$ cat config.mk
export PLATFORM = sky130hd
export DESIGN_NAME = sermii_gasket
export DESIGN_NICKNAME = d
export VERILOG_FILES = /design/src/rtl/sermii_pkg.sv /design/src/rtl/sermii_seg_timer.sv /design/src/rtl/sermii_seg_tx.sv /design/src/rtl/sermii_seg_rx.sv /design/src/rtl/sermii_gasket.sv
export SDC_FILE = /design/constraint.sdc
export NUM_CORES = 1
export LEC_CHECK = 0
export BUFFER_PORTS_ARGS = -buffer_cell sky130_fd_sc_hd__buf_2
export CAP_MARGIN = 0
export CORE_MARGIN = 8
export CORE_UTILIZATION = 48
export CTS_BUF_LIST = sky130_fd_sc_hd__clkbuf_4 sky130_fd_sc_hd__clkbuf_8 sky130_fd_sc_hd__clkbuf_16
export DETAILED_ROUTE_END_ITERATION = 8
export GPL_TIMING_DRIVEN = 0
export MAX_ROUTING_LAYER = met4
export PLACE_DENSITY = 0.82
export RECOVER_POWER = 25
export SYNTH_ARGS = -nofsm -noshare
export SYNTH_HDL_FRONTEND = slang
export SYNTH_SLANG_ARGS = --single-unit
$ cat constraint.sdc
create_clock -name clk -period 1.51 [get_ports clk]
set_clock_uncertainty 0.1 [all_clocks]
set_input_delay 0.3775 -clock clk [delete_from_list [all_inputs] [get_ports clk]]
set_output_delay 0.3775 -clock clk [all_outputs]
set_load 0.05 [all_outputs]
$ cat src/rtl/sermii_pkg.sv
// Shared constants for the serial MII gasket.
// Assumes a segment carries two control bits ahead of the data byte.
package sermii_pkg;
    localparam int unsigned BYTE_W = 8;
    localparam int unsigned CTRL_W = 2;

    // Segment length for a given data width.
    function automatic int unsigned seg_len(input int unsigned data_w);
        return data_w + CTRL_W;
    endfunction
endpackage

$ cat src/rtl/sermii_seg_timer.sv
// Free-running segment timer.
// Produces the registered SYNC strobe and a load pulse in the cycle just
// before SYNC, so the transmitter samples on the edge that opens a segment.
// Assumes SEG_LEN >= 2.
module sermii_seg_timer #(
    parameter int unsigned SEG_LEN = 10
) (
    input  logic clk,
    input  logic rst_n,
    output logic sync_o,
    output logic load_o
);
    localparam int unsigned CW   = $clog2(SEG_LEN);
    localparam logic [CW-1:0] LAST = CW'(SEG_LEN - 1);

    logic [CW-1:0] cnt_q;
    logic          sync_q;

    // Count bit slots and raise SYNC on the slot after the last one.
    always_ff @(posedge clk) begin
        if (!rst_n) begin
            cnt_q  <= LAST;
            sync_q <= 1'b0;
        end else if (cnt_q == LAST) begin
            cnt_q  <= '0;
            sync_q <= 1'b1;
        end else begin
            cnt_q  <= cnt_q + 1'b1;
            sync_q <= 1'b0;
        end
    end

    assign sync_o = sync_q;
    assign load_o = (cnt_q == LAST);
endmodule

$ cat src/rtl/sermii_seg_tx.sv
// Transmit serializer.
// On load_i it captures error, enable and data as one coherent word and
// then shifts it out LSB first: error, enable, data bit 0 upward.
// Assumes load_i recurs every segment length.
module sermii_seg_tx #(
    parameter int unsigned DATA_W = sermii_pkg::BYTE_W
) (
    input  logic              clk,
    input  logic              rst_n,
    input  logic              load_i,
    input  logic              tx_en_i,
    input  logic              tx_er_i,
    input  logic [DATA_W-1:0] txd_i,
    output logic              line_o
);
    localparam int unsigned SEG_LEN = sermii_pkg::seg_len(DATA_W);

    logic [SEG_LEN-1:0] shift_q;

    // Load a fresh segment or move the current one by one bit.
    always_ff @(posedge clk) begin
        if (!rst_n) begin
            shift_q <= '0;
        end else if (load_i) begin
            shift_q <= {txd_i, tx_en_i, tx_er_i};
        end else begin
            shift_q <= {1'b0, shift_q[SEG_LEN-1:1]};
        end
    end

    assign line_o = shift_q[0];
endmodule

$ cat src/rtl/sermii_seg_rx.sv
// Receive deserializer.
// A high sync_i opens a segment with the bit captured on the same edge.
// Each later edge fills the next slot. When the last bit arrives, the whole
// segment is published with a one-cycle valid. A sync_i seen mid-segment
// restarts the count, and bits outside an open segment are dropped.
module sermii_seg_rx #(
    parameter int unsigned DATA_W = sermii_pkg::BYTE_W
) (
    input  logic              clk,
    input  logic              rst_n,
    input  logic              sync_i,
    input  logic              line_i,
    output logic              crs_o,
    output logic              dv_o,
    output logic [DATA_W-1:0] data_o,
    output logic              valid_o
);
    localparam int unsigned SEG_LEN = sermii_pkg::seg_len(DATA_W);
    localparam int unsigned CW      = $clog2(SEG_LEN);
    localparam logic [CW-1:0] LAST  = CW'(SEG_LEN - 1);

    logic [CW-1:0]      cnt_q;
    logic [SEG_LEN-2:0] slot_w;
    logic               last_w;

    assign last_w = !sync_i && (cnt_q == LAST);

    // Track how many bits of the open segment are stored (0 = none open).
    always_ff @(posedge clk) begin
        if (!rst_n) begin
            cnt_q <= '0;
        end else if (sync_i) begin
            cnt_q <= CW'(1);
        end else if (last_w) begin
            cnt_q <= '0;
        end else if (cnt_q != '0) begin
            cnt_q <= cnt_q + 1'b1;
        end
    end

    // One storage flop per slot except the last, which goes straight out.
    for (genvar k = 0; k < SEG_LEN - 1; k++) begin : g_slot
        logic bit_q;
        if (k == 0) begin : g_head
            // The opening bit is taken on the SYNC edge.
            always_ff @(posedge clk) begin
                if (!rst_n)      bit_q <= 1'b0;
                else if (sync_i) bit_q <= line_i;
            end
        end else begin : g_body
            // Later bits are taken when the count points at this slot.
            always_ff @(posedge clk) begin
                if (!rst_n)                                bit_q <= 1'b0;
                else if (!sync_i && cnt_q == CW'(k))       bit_q <= line_i;
            end
        end
        assign slot_w[k] = bit_q;
    end

    // Publish a complete segment and pulse valid for one cycle.
    always_ff @(posedge clk) begin
        if (!rst_n) begin
            valid_o <= 1'b0;
            crs_o   <= 1'b0;
            dv_o    <= 1'b0;
            data_o  <= '0;
        end else begin
            valid_o <= last_w;
            if (last_w) begin
                {data_o, dv_o, crs_o} <= {line_i, slot_w};
            end
        end
    end
endmodule

$ cat src/rtl/sermii_gasket.sv
// Serial MII gasket for one MAC port.
// Combines the segment timer, the transmit serializer and the receive
// deserializer. The receiver is framed by seg_rx_sync_i, which is the shared
// SYNC after the same path as seg_rx_i.
module sermii_gasket #(
    parameter int unsigned DATA_W = sermii_pkg::BYTE_W
) (
    input  logic              clk,
    input  logic              rst_n,
    input  logic              mac_tx_en_i,
    input  logic              mac_tx_er_i,
    input  logic [DATA_W-1:0] mac_txd_i,
    output logic              seg_sync_o,
    output logic              seg_tx_o,
    input  logic              seg_rx_i,
    input  logic              seg_rx_sync_i,
    output logic              mac_crs_o,
    output logic              mac_rx_dv_o,
    output logic [DATA_W-1:0] mac_rxd_o,
    output logic              mac_rx_valid_o
);
    localparam int unsigned SEG_LEN = sermii_pkg::seg_len(DATA_W);

    logic load_w;

    sermii_seg_timer #(.SEG_LEN(SEG_LEN)) u_timer (
        .clk    (clk),
        .rst_n  (rst_n),
        .sync_o (seg_sync_o),
        .load_o (load_w)
    );

    sermii_seg_tx #(.DATA_W(DATA_W)) u_tx (
        .clk     (clk),
        .rst_n   (rst_n),
        .load_i  (load_w),
        .tx_en_i (mac_tx_en_i),
        .tx_er_i (mac_tx_er_i),
        .txd_i   (mac_txd_i),
        .line_o  (seg_tx_o)
    );

    sermii_seg_rx #(.DATA_W(DATA_W)) u_rx (
        .clk     (clk),
        .rst_n   (rst_n),
        .sync_i  (seg_rx_sync_i),
        .line_i  (seg_rx_i),
        .crs_o   (mac_crs_o),
        .dv_o    (mac_rx_dv_o),
        .data_o  (mac_rxd_o),
        .valid_o (mac_rx_valid_o)
    );
endmodule

[Word level (Yosys, flattened, before mapping)]
Index checks and enable logic that the tools add are counted.
Cells by class
  add/sub/neg operators: 2
  equality and inequality tests: 10
  mux-type cells: 6
  bitwise logic cells: 1
  reduce and logical (&&, ||, !) cells: 15
Operator list (count)
  == test 4 x 3 -> 1 bit (second input constant): 4
  == test 4 bit (second input constant): 3
  logical AND 1 bit: 9
  2-to-1 mux 9 bit: 1
  adder 4 x 1 -> 4 bit (second input constant): 2
  == test 4 x 2 -> 1 bit (second input constant): 2
  == test 4 x 1 -> 1 bit (second input constant): 1
  2-to-1 mux 1 bit: 4
  2-to-1 mux 4 bit: 1
  nonzero test 4 bit: 1
  nonzero test 3 bit: 1
  OR reduction 3 bit: 1
  AND reduction 2 bit: 1
  OR reduction 2 bit: 1
  logical NOT 1 bit: 1
  inverter 1 bit: 1
Storage, ports and cells
  bits in registers: 39
  bits of input ports: 14
  output and inout port bits: 13
  word-level logic and storage cells: 54

[Logic depth before layout (Yosys ltp)]
Gate-level depths: netlist of the first run.
  depth in word-level cells: 4
  depth in mapped cells: 6
  gate-level depth less buffers: 5

[Cells and area by module]
A second synthesis of the first run with hierarchy kept.
Unflattened totals
  cells, all modules: 163
  area total of the unflattened synthesis: 1803.0 µm²
Modules (own cells, without submodules)
  sermii_seg_rx: times used 1, cells each 112, area each 1227.4 µm²
  sermii_seg_tx: times used 1, cells each 30, area each 365.4 µm²
  sermii_seg_timer: times used 1, cells each 21, area each 210.2 µm²

[Worst setup path before layout of the first run]
No wires, ideal clock.
  path kind: register to register
  from: reg u_rx.cnt_q[1]
  to: reg u_rx.data_o[7]
  setup time: 0.117 ns
  data arrival time: 1.261 ns
  data required time: 1.293 ns
  path slack: 0.033 ns
  cell stages (with the launch flop): 7
  path buffers: 1
  period minus slack after synthesis: 1.477 ns
  path through: dfxtp_1 > inv_1 > ha_1 > and4bb_1 > and2_4 > buf_6 > a22o_1
On the way
  word-level cells in the longest chain between the ends: 2
Ends and longest elaborated chain
  start, declared: line sermii_seg_rx.sv:22  | logic [CW-1:0] cnt_q;
  start signal, assigned: line sermii_seg_rx.sv:37  | cnt_q <= cnt_q + 1'b1;
  == test 4 bit: line sermii_seg_rx.sv:26  | assign last_w = !sync_i && (cnt_q == LAST);
  logical AND 1 bit: line sermii_seg_rx.sv:26
  end signal, assigned: line sermii_seg_rx.sv:70  | {data_o, dv_o, crs_o} <= {line_i, slot_w};
  end, declared: line sermii_seg_rx.sv:15  | output logic [DATA_W-1:0] data_o,
No other way between the ends.
A chain may end at the register's enable or synchronous reset.

[Final worst setup path of the first run]
  from: reg u_rx.cnt_q[1]
  to: reg u_rx.dv_o
On the way
  word-level cells in the longest chain between the ends: 2
Ends and longest elaborated chain
  == test 4 bit: line sermii_seg_rx.sv:26
  logical AND 1 bit: line sermii_seg_rx.sv:26
  end signal, assigned: line sermii_seg_rx.sv:70
  end, declared: line sermii_seg_rx.sv:14  | output logic dv_o,
No other way between the ends.

==> results of run 1 <==
cells in the final DEF, fill, tap and decap left out, types with 2 or more instances in the layout:
cell type,count
and2_4,2
nor2_1,12
bufinv_16,2
clkbuf_1,2
and4bb_1,5
nor4b_2,2
buf_2,27
dfxtp_2,3
xnor2_1,3
nor2b_1,2
nor3_1,3
inv_1,4
ha_1,4
clkbuf_4,7
dfxtp_1,35
nand2b_1,2
buf_4,6
a22o_1,19
nand2_1,2
mux2i_1,10
and2_1,2
cell type report:
cell class,instances,area share
flip-flops and latches,39,0.413
clock buffers,5,0.0197
well taps,44,0.0289
repair buffers,30,0.0899
plain buffers,8,0.0223
inverters,5,0.00984
clock inverters,3,0.0354
multi-input cells,82,0.381
synth_stat cells, types with 3 or more instances:
master    number
nor4b_2        3
and4bb_1       6
nor2_1        13
ha_1           6
buf_2          4
mux2i_1       10
dfxtp_1       39
a22o_1        19
inv_1          5
xnor2_1        3
nor3_1         3
how the worst min path moves through the flow:
stage,cells past startpoint,endpoint
after floorplan,1,u_tx.shift_q[0]$_SDFF_PN0_
after global placement,1,u_tx.shift_q[2]$_SDFF_PN0_
after detailed placement,1,u_tx.shift_q[3]$_SDFF_PN0_
after CTS,2,u_tx.shift_q[9]$_SDFF_PN0_
after global routing,2,u_tx.shift_q[9]$_SDFF_PN0_
final,2,u_tx.shift_q[9]$_SDFF_PN0_
routing by layer:
layer | share of wire | GRT usage
met5 | 0 | -
met4 | 0.0060 | 0.0400
met3 | 0.041 | 0.0549
met2 | 0.53 | 0.225
met1 | 0.42 | 0.124
flip-flops by register name, summed over array words and instances, names as in the netlist:
| signal | count |
|---|---|
| u_rx.g_slot.bit_q | 9 |
| u_timer.cnt_q | 4 |
| u_rx.data_o | 8 |
| u_timer.sync_o | 1 |
| u_rx.crs_o | 1 |
| u_tx.shift_q | 10 |
| u_rx.cnt_q | 4 |
| u_rx.dv_o | 1 |
| u_rx.valid_o | 1 |
per-stage QoR:
step                utilization  power, mW  TNS (ps)  cells
floorplan                     -       1.41         0    134
global placement          0.563       1.47      -439    203
detailed placement        0.563       1.49     -1070    203
CTS                       0.605       2.35         0    214
global route              0.625       2.48     -73.3    216
finish                    0.625       2.35         0    216
repair_timing:
action | CTS | global route
gates resized for setup | 5 | 14
cloned | 1 | 1
setup endpoints to repair | 10 | 22
buffers inserted | 3 | 1
pin swaps | 1 | 0
worst max-delay path: stages (launching register included):
cell and delay, ps:
dfxtp_2 350, inv_2 50, ha_4 150, and4bb_2 250, buf_6 130, and2_4 170
a22o_1 190
power by group through the flow:
stage	Combinational, mW	Sequential, mW	Clock (mW)
after floorplan	0.212	1.20	0
after global placement	0.299	1.17	0
after detailed placement	0.316	1.18	0
after CTS	0.328	1.15	0.869
after global routing	0.378	1.17	0.934
final	0.338	1.16	0.857
kinds of logic (layout without fill, tap and decap cells):
family / Yosys count / after routing / synth area share
DFF: 39 / 39 / 0.507
and+or+nand+nor: 38 / 39 / 0.184
AOI/OAI and AO/OA: 23 / 23 / 0.125
buffers and inverters: 14 / 51 / 0.0472
muxes: 10 / 10 / 0.0650
adders and majority gates: 6 / 6 / 0.0488
xor gates and xnor gates: 4 / 4 / 0.0228
==> reports/metrics.csv, run 1 <==
metric,value,unit
fin_ws,25.8,ps
vias,1114,
status,"complete, no violations",
multi_input_area,726,um^2
ys_seq_area_frac,0.507,
first_pass_iters,4,
start_util,0.504,
path_clk_slew,120,ps
clock_latency,350,ps
ir_worst_vdd,0.000919,V
startpoint_type,flop,
die-area,5270,um^2
hp-start,mac_txd_i[7],
fin_crit,1480,ps
synth-edff-count,0,
htree_num_levels,2,
power_density,1230,nW/um^2
gp_congestion,0.878,
cts_root_buf,clkbuf_4,
reg2reg_from,u_rx.cnt_q[1]$_SDFFE_PP0P_,
die_y,72.6,um
hold_path.class,in -> reg,
stdcell_area,1910,um^2
slew_headroom,0.673,
setup_violations,0,
endpoint,u_rx.dv_o$_SDFFE_PN0P_,
cts-buffers-inserted,5,
hold_ws,119,ps
antenna_found_initial,0,
synth_area_leaders,"dfxtp_1 51%, a22o_1 11%, mux2i_1 6.5%",
clk_path_buf_depth,2,
worst_r2r_path_depth,6,
min_period_over_period,0.983,
vias_per_cell,5.16,
netlist.area_leader.share,0.507,
hold_viol,0,
synth_flop_cell,dfxtp_1,
arrival,1630,ps
cts_tree,yes,
cts_sinks,39,
syn2layout_area_growth,23.9,%
holdBufCountCts,0,
final_nets,191,
critPathMaxFanout,6,
dp_hpwl,2.21,mm
path_class,reg -> reg,
switching_share,0.241,
fp-row-count,20,
routedWlPerCell,14.6,um
yosysTopAreaCell,dfxtp_1,
detailedPlace.worstSlack,-119,ps
syn_nets,154,
mappedNetlistArea,1540,um^2
r2r_slack,30,ps
grt_pass1_vias,1146,
insertedDiodeCount,0,
p_int,1.79,mW
pin_count,27,
grt_max_degree,14,
reg2reg_to,u_rx.dv_o$_SDFFE_PN0P_,
synth_cells,134,
finalWirelength,3.15,mm
design.core.area,3050,um^2
startpoint,u_rx.cnt_q[1]$_SDFFE_PP0P_,
pwr-share-clk,0.364,
combPwrFrac,0.144,
p_sw,0.565,mW
fmax,674,MHz
seqCellArea,788,um^2
place_area,1720,um^2
cap_violations,0,
nFillCells,262,
cp.required,1660,ps
power_leakage,0.843,nW
ys_ff_latch,39,
power_frac_seq,0.492,
critPathCaptureType,flop,
port_buffers,25,
grt_setup_unrepaired,yes,
grt_use_total,0.128,
postRouteAntennaNets,0,
synth_cell_types,28,
final_layout_size_suffix_gt1_frac,0.349,
die_w,72.6,um
syn_area_per_cell,11.5,um^2
grt_pass1_wl,5.06,mm
yosysWarnings,0,
drc,0,
grt_overflow,0,
drt_iter0_drc,36,
worstMarginPinSlew,491,ps
async_reset_ff_frac,0,
final_max_slew_viol_count,0,
No activity file was read; power rests on OpenSTA's default activity.
==> inputs of run 2 (changes only) <==
--- a/config.mk
+++ b/config.mk
@@ -13,7 +13,7 @@
 export DETAILED_ROUTE_END_ITERATION = 8
 export GPL_TIMING_DRIVEN = 0
 export MAX_ROUTING_LAYER = met4
-export PLACE_DENSITY = 0.82
+export PLACE_DENSITY = 0.73
 export RECOVER_POWER = 25
 export SYNTH_ARGS = -nofsm -noshare
 export SYNTH_HDL_FRONTEND = slang
==> run 2 against run 1 <==
Register-to-register slack improved by 20 ps. Maximum frequency is 1.3% higher. Setup slack better by 19 ps. Sequential share of layout area is 1.3 points higher. Worst hold slack better by 22 ps. Core utilization decreased by 1.8 points. Combinational power grew 3%. Clock-buffer cell count rose by 3. Design area decreased by 3.0%. Sequential power is essentially flat. Power down 10%. Largest power group unchanged. Highest routed layer unchanged.
==> reports/metrics.csv, run 2 (synthesis results as in run 1) <==
metric,value,unit
final_layout_size_suffix_gt1_frac,0.337,
vias_per_cell,5.05,
cap_violations,0,
grt_pass1_wl,5.02,mm
final_max_slew_viol_count,0,
holdBufCountCts,0,
worstMarginPinSlew,492,ps
routedWlPerCell,14.1,um
fp-row-count,20,
drt_iter0_drc,73,
critPathCaptureType,primary output,
worst_r2r_path_depth,6,
antenna_found_initial,0,
vias,1076,
mostFrequentLayoutCell,dfxtp_1,
hold_viol,0,
cts-buffers-inserted,5,
clk_path_buf_depth,2,
r2r_slack,50,ps
status,"complete, no violations",
cts_root_buf,clkbuf_4,
slowest_stage,dfxtp_1,
arrival,990,ps
finalNonFillerCells,213,
postRouteAntennaNets,0,
die-area,5270,um^2
top_register,u_tx.shift_q,
cp.required,1030,ps
reg2reg_to,u_rx.dv_o$_SDFFE_PN0P_,
fmax,682,MHz
report.power.total,2.12,mW
cp_top_family,flip-flops,
fin_crit,1470,ps
die_y,72.6,um
grt_overflow,0,
layout_common_cells,"35 x dfxtp_1, 29 x buf_2, 19 x a22o_1",
path_buf_inv,1,
path_class,reg -> out,
htree_num_levels,2,
min_path_cells,2,
final_nets,188,
port_buffers,25,
syn2layout_area_growth,20.2,%
path_clk_slew,110,ps
largest_reg_flops,10,
hold_path.class,in -> reg,
slowest_delay,370,ps
slew_headroom,0.672,
gp_congestion,0.821,
start_util,0.504,
insertedDiodeCount,0,
setup_violations,0,
grt_pass1_vias,1104,
design.core.area,3050,um^2
hp-start,mac_tx_er_i,
ir_worst_vdd,0.000769,V
dp.cells,203,
grt_max_degree,12,
pin_count,27,
hold_path_end,u_tx.shift_q[0]$_SDFF_PN0_,
die_w,72.6,um
power_density,1140,nW/um^2
dp_hpwl,2.13,mm
crit_chain,buf_2,
critPathMaxFanout,2,
cts_sinks,39,
startpoint_type,flop,
reg2reg_from,u_rx.cnt_q[1]$_SDFFE_PP0P_,
power_leakage,0.823,nW
finalWirelength,3.01,mm
grt_setup_unrepaired,yes,
first_pass_iters,3,
min_period_over_period,0.970,
drc,0,
clock_latency,340,ps
grt_use_total,0.125,
top_regs,"u_tx.shift_q: 10 flops, u_rx.g_slot.bit_q: 9 flops, u_rx.data_o: 8 flops",
cts_tree,yes,
run 2: cell count changes in the layout (fill, tap and decap cells not counted), moves of 2 or more:
cell       change
buf_2          +2
buf_4          -3
bufinv_16      -2
clkbuf_8       +2
run 2: worst max path at each step:
stage | from | end | slack (ps) | cells past startpoint
after floorplan | u_rx.cnt_q[1]$_SDFFE_PP0P_ | u_rx.data_o[7]$_SDFFE_PN0P_ | 30 | 6
after global placement | u_rx.cnt_q[1]$_SDFFE_PP0P_ | u_rx.data_o[0]$_SDFFE_PN0P_ | -60 | 6
after global routing | u_timer.cnt_q[1]$_SDFF_PP0_ | u_tx.shift_q[5]$_SDFF_PN0_ | -4 | 6
final | u_rx.dv_o$_SDFFE_PN0P_ | mac_rx_dv_o | 40 | 1
after detailed placement | u_rx.cnt_q[1]$_SDFFE_PP0P_ | u_rx.dv_o$_SDFFE_PN0P_ | -120 | 6
after CTS | u_rx.cnt_q[1]$_SDFFE_PP0P_ | u_rx.dv_o$_SDFFE_PN0P_ | 0.2 | 6
run 2: power breakdown:
| group | switching (mW) | leakage (nW) | internal (mW) | total, mW |
|---|---|---|---|---|
| registers | 0.0459 | 0.319 | 1.11 | 1.16 |
| clock network | 0.321 | 0.0420 | 0.292 | 0.613 |
| logic | 0.181 | 0.463 | 0.166 | 0.347 |
run 2: routing by layer:
| metal | global-route usage | share of wire | vias up |
|---|---|---|---|
| li1 | - | - | 539 |
| met5 | - | 0 | - |
| met3 | 0.0426 | 0.042 | 2 |
| met1 | 0.125 | 0.45 | 515 |
| met4 | 0.0533 | 0.0060 | 0 |
| met2 | 0.217 | 0.51 | 20 |
run 2: metrics by stage:
step / worst slack [ps] / area, um^2 / hold slack (ps) / util / TNS (ps)
after floorplan: 32.5 / 1540 / 326 / - / 0
after global placement: -62.0 / 1720 / 329 / 0.563 / -539
after detailed placement: -123 / 1720 / 338 / 0.563 / -1110
after CTS: 0.217 / 1820 / 129 / 0.595 / 0
after global routing: -3.52 / 1850 / 120 / 0.606 / -3.55
final: 44.8 / 1850 / 141 / 0.606 / 0
run 2: layout make-up:
type,count,area [um^2]
clock buffer,8,72.6
buffer,8,46.3
sequential,39,788
multi-input combinational,81,718
tap,44,55.1
timing repair buffer,28,151
inverter,5,18.8
fill,276,1200
run 2: repair_timing:
item	CTS	global route
gates cloned	1	0
setup buffers	2	0
pin swaps	1	0
setup endpoints to repair	11	18
gates resized for setup	9	8
